## config.mk

```make
export PLATFORM = sky130hd
export DESIGN_NAME = regalu_exec
export DESIGN_NICKNAME = d
export VERILOG_FILES = /design/src/rtl/regalu_pkg.sv /design/src/rtl/regalu_rf.sv /design/src/rtl/regalu_rr.sv /design/src/rtl/regalu_unary.sv /design/src/rtl/regalu_immop.sv /design/src/rtl/regalu_byteimm.sv /design/src/rtl/regalu_exec.sv
export SDC_FILE = /design/constraint.sdc
export NUM_CORES = 1
export LEC_CHECK = 0
export BUFFER_PORTS_ARGS = -buffer_cell sky130_fd_sc_hd__buf_2
export CAP_MARGIN = 20
export CORE_MARGIN = 1
export CORE_UTILIZATION = 65
export DETAILED_ROUTE_END_ITERATION = 7
export PLACE_DENSITY_LB_ADDON = 0.15
export SKIP_CTS_REPAIR_TIMING = 1
export SLEW_MARGIN = 10
export SYNTH_ARGS = -nofsm -noshare
export SYNTH_HDL_FRONTEND = slang
export SYNTH_HIERARCHICAL = 1
export SYNTH_SLANG_ARGS = --single-unit
```

## constraint.sdc

```tcl
create_clock -name clk -period 5.65 [get_ports clk]
set_input_delay 1.4125 -clock clk [delete_from_list [all_inputs] [get_ports clk]]
set_output_delay 1.4125 -clock clk [all_outputs]
set_load 0.01 [all_outputs]
```

## src/rtl/regalu_pkg.sv

```systemverilog
package regalu_pkg;

    localparam int DATA_W = 16;
    localparam int REG_N  = 4;
    localparam int ADDR_W = $clog2(REG_N);
    localparam int IMM_W  = 8;
    localparam int SH_W   = $clog2(DATA_W);
    localparam int OPF_W  = 4;

    typedef enum logic [2:0] {
        CLS_IDLE  = 3'd0,
        CLS_RR    = 3'd1,
        CLS_UNARY = 3'd2,
        CLS_IMMOP = 3'd3,
        CLS_ADDI  = 3'd4,
        CLS_LDLO  = 3'd5,
        CLS_LDHI  = 3'd6,
        CLS_SPARE = 3'd7
    } op_class_e;

    typedef enum logic [2:0] {
        RR_TRAP = 3'd0,
        RR_NOP  = 3'd1,
        RR_ADD  = 3'd2,
        RR_SUB  = 3'd3,
        RR_AND  = 3'd4,
        RR_OR   = 3'd5,
        RR_XOR  = 3'd6,
        RR_SPARE = 3'd7
    } rr_op_e;

    typedef enum logic [1:0] {
        UN_NOT  = 2'd0,
        UN_NEG  = 2'd1,
        UN_SWAP = 2'd2,
        UN_INC  = 2'd3
    } un_op_e;

    localparam logic [OPF_W-1:0] IM_LSL = 4'd0;
    localparam logic [OPF_W-1:0] IM_LSR = 4'd1;
    localparam logic [OPF_W-1:0] IM_ASR = 4'd2;
    localparam logic [OPF_W-1:0] IM_ROL = 4'd3;
    localparam logic [OPF_W-1:0] IM_CLR = 4'd4;
    localparam logic [OPF_W-1:0] IM_SET = 4'd5;
    localparam logic [OPF_W-1:0] IM_TOG = 4'd6;
    localparam logic [OPF_W-1:0] IM_EXT = 4'd7;

    typedef struct packed {
        logic wr;
        logic trap;
    } exec_flags_t;

endpackage

```

## src/rtl/regalu_rf.sv

```systemverilog
module regalu_rf #(
    parameter int DATA_W = regalu_pkg::DATA_W,
    parameter int REG_N  = regalu_pkg::REG_N,
    parameter int ADDR_W = $clog2(REG_N)
) (
    input  logic              clk,
    input  logic              rst,
    input  logic [ADDR_W-1:0] rd_a_sel,
    input  logic [ADDR_W-1:0] rd_b_sel,
    output logic [DATA_W-1:0] rd_a,
    output logic [DATA_W-1:0] rd_b,
    input  logic              we,
    input  logic [ADDR_W-1:0] wr_sel,
    input  logic [DATA_W-1:0] wr_data
);

    logic [DATA_W-1:0] regs [REG_N];

    for (genvar g = 0; g < REG_N; g++) begin : g_reg
        always_ff @(posedge clk) begin
            if (rst) begin
                regs[g] <= '0;
            end else if (we && (wr_sel == ADDR_W'(g))) begin
                regs[g] <= wr_data;
            end
        end
    end

    assign rd_a = regs[rd_a_sel];
    assign rd_b = regs[rd_b_sel];

endmodule

```

## src/rtl/regalu_rr.sv

```systemverilog
module regalu_rr
    import regalu_pkg::*;
#(
    parameter int DATA_W = regalu_pkg::DATA_W
) (
    input  rr_op_e            op,
    input  logic [DATA_W-1:0] a,
    input  logic [DATA_W-1:0] b,
    output logic [DATA_W-1:0] value,
    output exec_flags_t       flags
);

    always_comb begin
        value      = a;
        flags.wr   = 1'b1;
        flags.trap = 1'b0;
        case (op)
            RR_TRAP: begin
                flags.wr   = 1'b0;
                flags.trap = 1'b1;
            end
            RR_ADD:  value = a + b;
            RR_SUB:  value = a - b;
            RR_AND:  value = a & b;
            RR_OR:   value = a | b;
            RR_XOR:  value = a ^ b;
            default: flags.wr = 1'b0;
        endcase
    end

endmodule

```

## src/rtl/regalu_unary.sv

```systemverilog
module regalu_unary
    import regalu_pkg::*;
#(
    parameter int DATA_W = regalu_pkg::DATA_W
) (
    input  un_op_e            op,
    input  logic [DATA_W-1:0] a,
    output logic [DATA_W-1:0] value
);

    localparam int HALF = DATA_W / 2;

    always_comb begin
        case (op)
            UN_NOT:  value = ~a;
            UN_NEG:  value = '0 - a;
            UN_SWAP: value = {a[HALF-1:0], a[DATA_W-1:HALF]};
            default: value = a + DATA_W'(1);
        endcase
    end

endmodule

```

## src/rtl/regalu_immop.sv

```systemverilog
module regalu_immop
    import regalu_pkg::*;
#(
    parameter int DATA_W = regalu_pkg::DATA_W,
    parameter int SH_W   = $clog2(DATA_W),
    parameter int OPF_W  = regalu_pkg::OPF_W
) (
    input  logic [OPF_W-1:0]  op,
    input  logic [DATA_W-1:0] a,
    input  logic [SH_W-1:0]   amt,
    output logic [DATA_W-1:0] value,
    output logic              wr
);

    logic [2*DATA_W-1:0] dbl;
    logic [DATA_W-1:0]   bit_mask;
    logic [DATA_W-1:0]   ext_val;

    assign dbl      = {a, a} << amt;
    assign bit_mask = {{(DATA_W-1){1'b0}}, 1'b1} << amt;

    for (genvar g = 0; g < DATA_W; g++) begin : g_ext
        assign ext_val[g] = (g <= int'(amt)) ? a[g] : a[amt];
    end

    always_comb begin
        value = a;
        wr    = 1'b1;
        case (op)
            IM_LSL:  value = a << amt;
            IM_LSR:  value = a >> amt;
            IM_ASR:  value = DATA_W'($signed(a) >>> amt);
            IM_ROL:  value = dbl[2*DATA_W-1:DATA_W];
            IM_CLR:  value = a & ~bit_mask;
            IM_SET:  value = a | bit_mask;
            IM_TOG:  value = a ^ bit_mask;
            IM_EXT:  value = ext_val;
            default: wr = 1'b0;
        endcase
    end

endmodule

```

## src/rtl/regalu_byteimm.sv

```systemverilog
module regalu_byteimm
    import regalu_pkg::*;
#(
    parameter int DATA_W = regalu_pkg::DATA_W,
    parameter int IMM_W  = regalu_pkg::IMM_W
) (
    input  op_class_e         cls,
    input  logic [DATA_W-1:0] a,
    input  logic [IMM_W-1:0]  imm,
    output logic [DATA_W-1:0] value
);

    localparam int EXT_W = DATA_W - IMM_W;

    logic [DATA_W-1:0] imm_sx;
    assign imm_sx = {{EXT_W{imm[IMM_W-1]}}, imm};

    always_comb begin
        case (cls)
            CLS_LDLO: value = {a[DATA_W-1:IMM_W], imm};
            CLS_LDHI: value = {imm, a[EXT_W-1:0]};
            default:  value = a + imm_sx;
        endcase
    end

endmodule

```

## src/rtl/regalu_exec.sv

```systemverilog
module regalu_exec
    import regalu_pkg::*;
#(
    parameter int DATA_W = regalu_pkg::DATA_W,
    parameter int REG_N  = regalu_pkg::REG_N,
    parameter int IMM_W  = regalu_pkg::IMM_W,
    parameter int OPF_W  = regalu_pkg::OPF_W,
    localparam int ADDR_W = $clog2(REG_N),
    localparam int SH_W   = $clog2(DATA_W)
) (
    input  logic              clk,
    input  logic              rst,
    input  logic [2:0]        op_class,
    input  logic [OPF_W-1:0]  op_field,
    input  logic [ADDR_W-1:0] dst_sel,
    input  logic [ADDR_W-1:0] src_sel,
    input  logic [IMM_W-1:0]  imm8,
    output logic [DATA_W-1:0] result,
    output logic              wr_en,
    output logic              trap
);

    op_class_e         cls;
    logic [DATA_W-1:0] opnd_a;
    logic [DATA_W-1:0] opnd_b;
    logic [DATA_W-1:0] rr_val;
    exec_flags_t       rr_flags;
    logic [DATA_W-1:0] un_val;
    logic [DATA_W-1:0] im_val;
    logic              im_wr;
    logic [DATA_W-1:0] bi_val;
    logic [DATA_W-1:0] nxt_val;
    exec_flags_t       nxt_flags;

    assign cls = op_class_e'(op_class);

    regalu_rf #(.DATA_W(DATA_W), .REG_N(REG_N), .ADDR_W(ADDR_W)) u_rf (
        .clk     (clk),
        .rst     (rst),
        .rd_a_sel(dst_sel),
        .rd_b_sel(src_sel),
        .rd_a    (opnd_a),
        .rd_b    (opnd_b),
        .we      (nxt_flags.wr),
        .wr_sel  (dst_sel),
        .wr_data (nxt_val)
    );

    regalu_rr #(.DATA_W(DATA_W)) u_rr (
        .op   (rr_op_e'(op_field[2:0])),
        .a    (opnd_a),
        .b    (opnd_b),
        .value(rr_val),
        .flags(rr_flags)
    );

    regalu_unary #(.DATA_W(DATA_W)) u_unary (
        .op   (un_op_e'(op_field[1:0])),
        .a    (opnd_a),
        .value(un_val)
    );

    regalu_immop #(.DATA_W(DATA_W), .SH_W(SH_W), .OPF_W(OPF_W)) u_immop (
        .op   (op_field),
        .a    (opnd_a),
        .amt  (imm8[SH_W-1:0]),
        .value(im_val),
        .wr   (im_wr)
    );

    regalu_byteimm #(.DATA_W(DATA_W), .IMM_W(IMM_W)) u_byteimm (
        .cls  (cls),
        .a    (opnd_a),
        .imm  (imm8),
        .value(bi_val)
    );

    always_comb begin
        nxt_val        = opnd_a;
        nxt_flags.wr   = 1'b0;
        nxt_flags.trap = 1'b0;
        case (cls)
            CLS_RR: begin
                nxt_val   = rr_val;
                nxt_flags = rr_flags;
            end
            CLS_UNARY: begin
                nxt_val      = un_val;
                nxt_flags.wr = 1'b1;
            end
            CLS_IMMOP: begin
                nxt_val      = im_val;
                nxt_flags.wr = im_wr;
            end
            CLS_ADDI, CLS_LDLO, CLS_LDHI: begin
                nxt_val      = bi_val;
                nxt_flags.wr = 1'b1;
            end
            default: ;
        endcase
    end

    always_ff @(posedge clk) begin
        if (rst) begin
            result <= '0;
            wr_en  <= 1'b0;
            trap   <= 1'b0;
        end else begin
            result <= nxt_val;
            wr_en  <= nxt_flags.wr;
            trap   <= nxt_flags.trap;
        end
    end

endmodule

```

==> impl_metrics.csv <==
group,metric,value,unit
cells_and_area,fill_cells,1455,
logic_synthesis,synth_largest_area_cell,"edfxtp_1",
timing,slew_headroom,38.1,%
logic_synthesis,ys_ff_latch,82,
setup_path,reg2reg_from,"u_rf/regs[1][4]",
global_route,grt_pass1_wl,72.6,mm
logic_synthesis,synthTopCellsByArea,"edfxtp_1 (15%), ha_1 (9.7%), mux4_2 (7.4%)",
routing,vias_per_cell,7.53,
setup_path,slowest_stage,"mux4_1",
power,ir_worst_vdd,0.000258,V
cells_and_area,multi_input_area,9180,µm²
floorplanning,die_area,19700,µm²
routing,antenna_left,0,
setup_path,r2r_setup_slack,1.16,ns
cells_and_area,regArea,2280,µm²
floorplanning,die_y,140,µm
clock_tree,clk_pin_slew_worst_paths,0.07,ns
status,outcome,"finished clean",
global_route,antenna_found_initial,1,
cells_and_area,stdcell_area,13800,µm²
floorplanning,die_w,140,µm
timing,setup_violations,0,
routing,wl_per_cell,26.8,µm
floorplanning,rows,50,
cells_and_area,drive_above_1_share,21.0,%
logic_synthesis,synth-seq-area-share,18.3,%
logic_synthesis,yosysUniqueCellTypes,102,
setup_path,critPathKind,"in2reg",
setup_path,rr_worst_depth,19,
power,total_power,3.10,mW
place,placed_area,13500,µm²
logic_synthesis,synth_top_cell_area_share,15.4,%
clock_tree,cts_tree,"built",
timing,fmax,183,MHz
place,place_hpwl,34.8,mm
floorplanning,coreArea,18800,µm²
floorplanning,ios,39,
timing,period_share,96.6,%
timing,hold_viol,0,
clock_tree,cts_sinks,82,
power,leakage,5.66,nW
global_route,globalRouteOverflowTotal,0,
place,gp_congestion,1.05,
clock_tree,clk_latency,0.34,ns
setup_path,crit_fanout,5,
setup_path,endpoint_kind,"flip-flop",
timing,rsz0062_at_grt,"false",
setup_path,worstSetupStartpoint,"src_sel[0]",
setup_path,cp_slowest_stage_delay,0.60,ns
global_route,grt_usage,48.2,%
setup_path,required,5.70,ns
cells_and_area,n_antenna_cell,0,
floorplanning,initial_core_util,66.3,%
routing,drc,0,
routing,wirelength,47.9,mm
routing,firstDrtPassIters,7,
clock_tree,numCtsBuffers,9,
setup_path,endpoint,"u_rf/regs[2][8]",
worst_hold_path,hp-class,"reg2reg",
flow_run,maxCapViolCount,0,
place,portBuffers,38,
clock_tree,clock_path_buffers,2,
logic_synthesis,synth_area,12500,µm²
setup_path,crit_buf_inv,5,
setup_path,critPathArrivalTime,5.51,ns
logic_synthesis,avgSynthCellArea,8.51,µm²
global_route,grt_max_degree,55,
setup_path,critical_path.top_delay_family,"compound AO/OA/AOI/OAI gates",
logic_synthesis,yosys_warnings,6,
clock_tree,h-tree-depth,3,
timing,finalMaxSlewViolations,0,
global_route,grt_pass1_vias,12738,
routing,routed-via-count,13438,
logic_synthesis,ys.flop_type,"edfxtp_1",
logic_synthesis,synthesis.nets,1584,
timing,tightest_slew,0.928,ns
cells_and_area,fin_nets,1665,
setup_path,regToRegEndpoint,"u_rf/regs[3][12]",
logic_synthesis,synth_edf_count,64,
timing,period_needed,5.46,ns
clock_tree,cts_root_buf,"clkbuf_16",
timing,fin_skew,0.0102,ns
setup_path,path_cells,"buf_2 -> buf_12 -> mux4_1 -> inv_1 -> ha_1 -> buf_4 -> nor2_1 -> xnor2_1 -> ha_1 -> nor2b_2 -> o21bai_1 -> a31oi_1 -> buf_4 -> o21a_1 -> o21ai_0 -> o31ai_1 -> a221o_1 -> nand2b_1 -> a22oi_1 -> a22oi_1 -> nand3b_1 -> nor2_1",
setup_path,cp.depth,22,
timing,fin_setup_tns,0,ns
logic_synthesis,postSynthCellCount,1464,
cells_and_area,area_growth,11.1,%
logic_synthesis,async_flop_share,0,%
power,powerDensity,224,nW/µm²
setup_path,setup.worst_path.start_class,"input pin",
routing,drt_iter0_drc,2191,
-- cell usage in the layout, fill, tap and decap left out, types with 21 or more instances in the layout --
master,Yosys,final
nand4_1,21,21
mux2i_1,44,44
a21oi_1,74,74
buf_2,43,37
inv_1,88,88
ha_1,97,97
o21ai_0,55,55
a22oi_1,57,55
o22ai_1,32,32
nand2b_1,31,31
buf_4,7,146
nor3_1,22,21
xnor2_1,32,32
edfxtp_1,64,64
nor2_1,168,167
mux4_2,41,42
nand2_1,96,96
nand3_1,36,36
mux2_2,23,23
-- cells in the mapped netlist (15+ instances only) --
master / count
ha_1: 97
a2bb2oi_1: 19
a22oi_1: 57
nand3b_1: 18
mux4_2: 41
nand3_1: 36
o22ai_1: 32
mux2i_1: 44
o21ai_0: 55
o211ai_1: 15
nor2_1: 168
inv_1: 88
mux2_2: 23
a31oi_1: 16
nor3_1: 22
edfxtp_1: 64
buf_2: 43
xnor2_1: 32
nand2_1: 96
nand2b_1: 31
nor2b_1: 15
dfxtp_1: 18
nand4_1: 21
a21o_1: 17
clkbuf_1: 45
a21oi_1: 74
-- worst min-delay path by stage --
stage,to,from,depth (start not counted)
floorplan,result[10],u_rf/regs[0][10],3
global placement,result[3],u_rf/regs[0][3],4
detailed placement,result[1],u_rf/regs[0][1],4
CTS,result[3],u_rf/regs[3][3],4
global route,result[10],u_rf/regs[3][10],4
finish,result[10],u_rf/regs[2][10],4
-- routing by layer --
layer / vias to the layer above / track usage, % / part of all wire, %
li1: 5721 / - / -
met1: 6248 / 62.6 / 37
met2: 1223 / 72.1 / 42
met3: 242 / 14.0 / 15
met4: 4 / 26.1 / 5.7
met5: - / 2.26 / 0.15
-- cells by family (layout without fill, tap and decap cells) --
logic type      Yosys count  count (layout)  synth area share [%]
compound gates          435             435                  25.4
xor+xnor                 45              45                  3.23
fa+ha+maj                99              99                  10.1
buf+inv                 213             299                  8.12
flops                    82              82                  18.3
mux                     127             127                  16.4
simple gates            463             463                  18.4
-- where the power goes --
group          internal [mW]  total (mW)  switching, mW
clock                  0.311       0.579          0.268
sequential             0.704       0.726         0.0224
combinational          0.729        1.80           1.07
total                   1.74        3.10           1.36
-- final cells by class --
class | count | area share [%]
clock inverter | 7 | 0.524
timing repair buffer | 191 | 10.4
clock buffer | 9 | 1.63
tap | 234 | 2.12
sequential | 82 | 16.5
multi-input combinational | 1169 | 66.3
inverter | 92 | 2.50
-- state kept, by name (all words and copies together), names as in the netlist --
register and cells:
wr_en 1, trap 1, u_rf/regs 64, result 16
-- through the flow --
| stage | util, % | setup slack, ns | hold WS, ns | std cells |
|---|---|---|---|---|
| floorplan | - | 0.400 | 0.991 | 1464 |
| global placement | 72.0 | 0.0609 | 1.16 | 1768 |
| detailed placement | 72.0 | -0.114 | 1.21 | 1768 |
| CTS | 73.6 | 0.196 | 1.23 | 1784 |
| global route | 73.7 | 0.0130 | 1.28 | 1784 |
| finish | 73.7 | 0.194 | 1.25 | 1784 |
-- worst min-delay path, stage by stage (launching register included) --
cell and delay, ns:
edfxtp_1 0.34, mux4_2 0.32, buf_12 0.21, inv_1 0.09, a221oi_2 0.22
No activity file was read; power rests on OpenSTA's default activity.
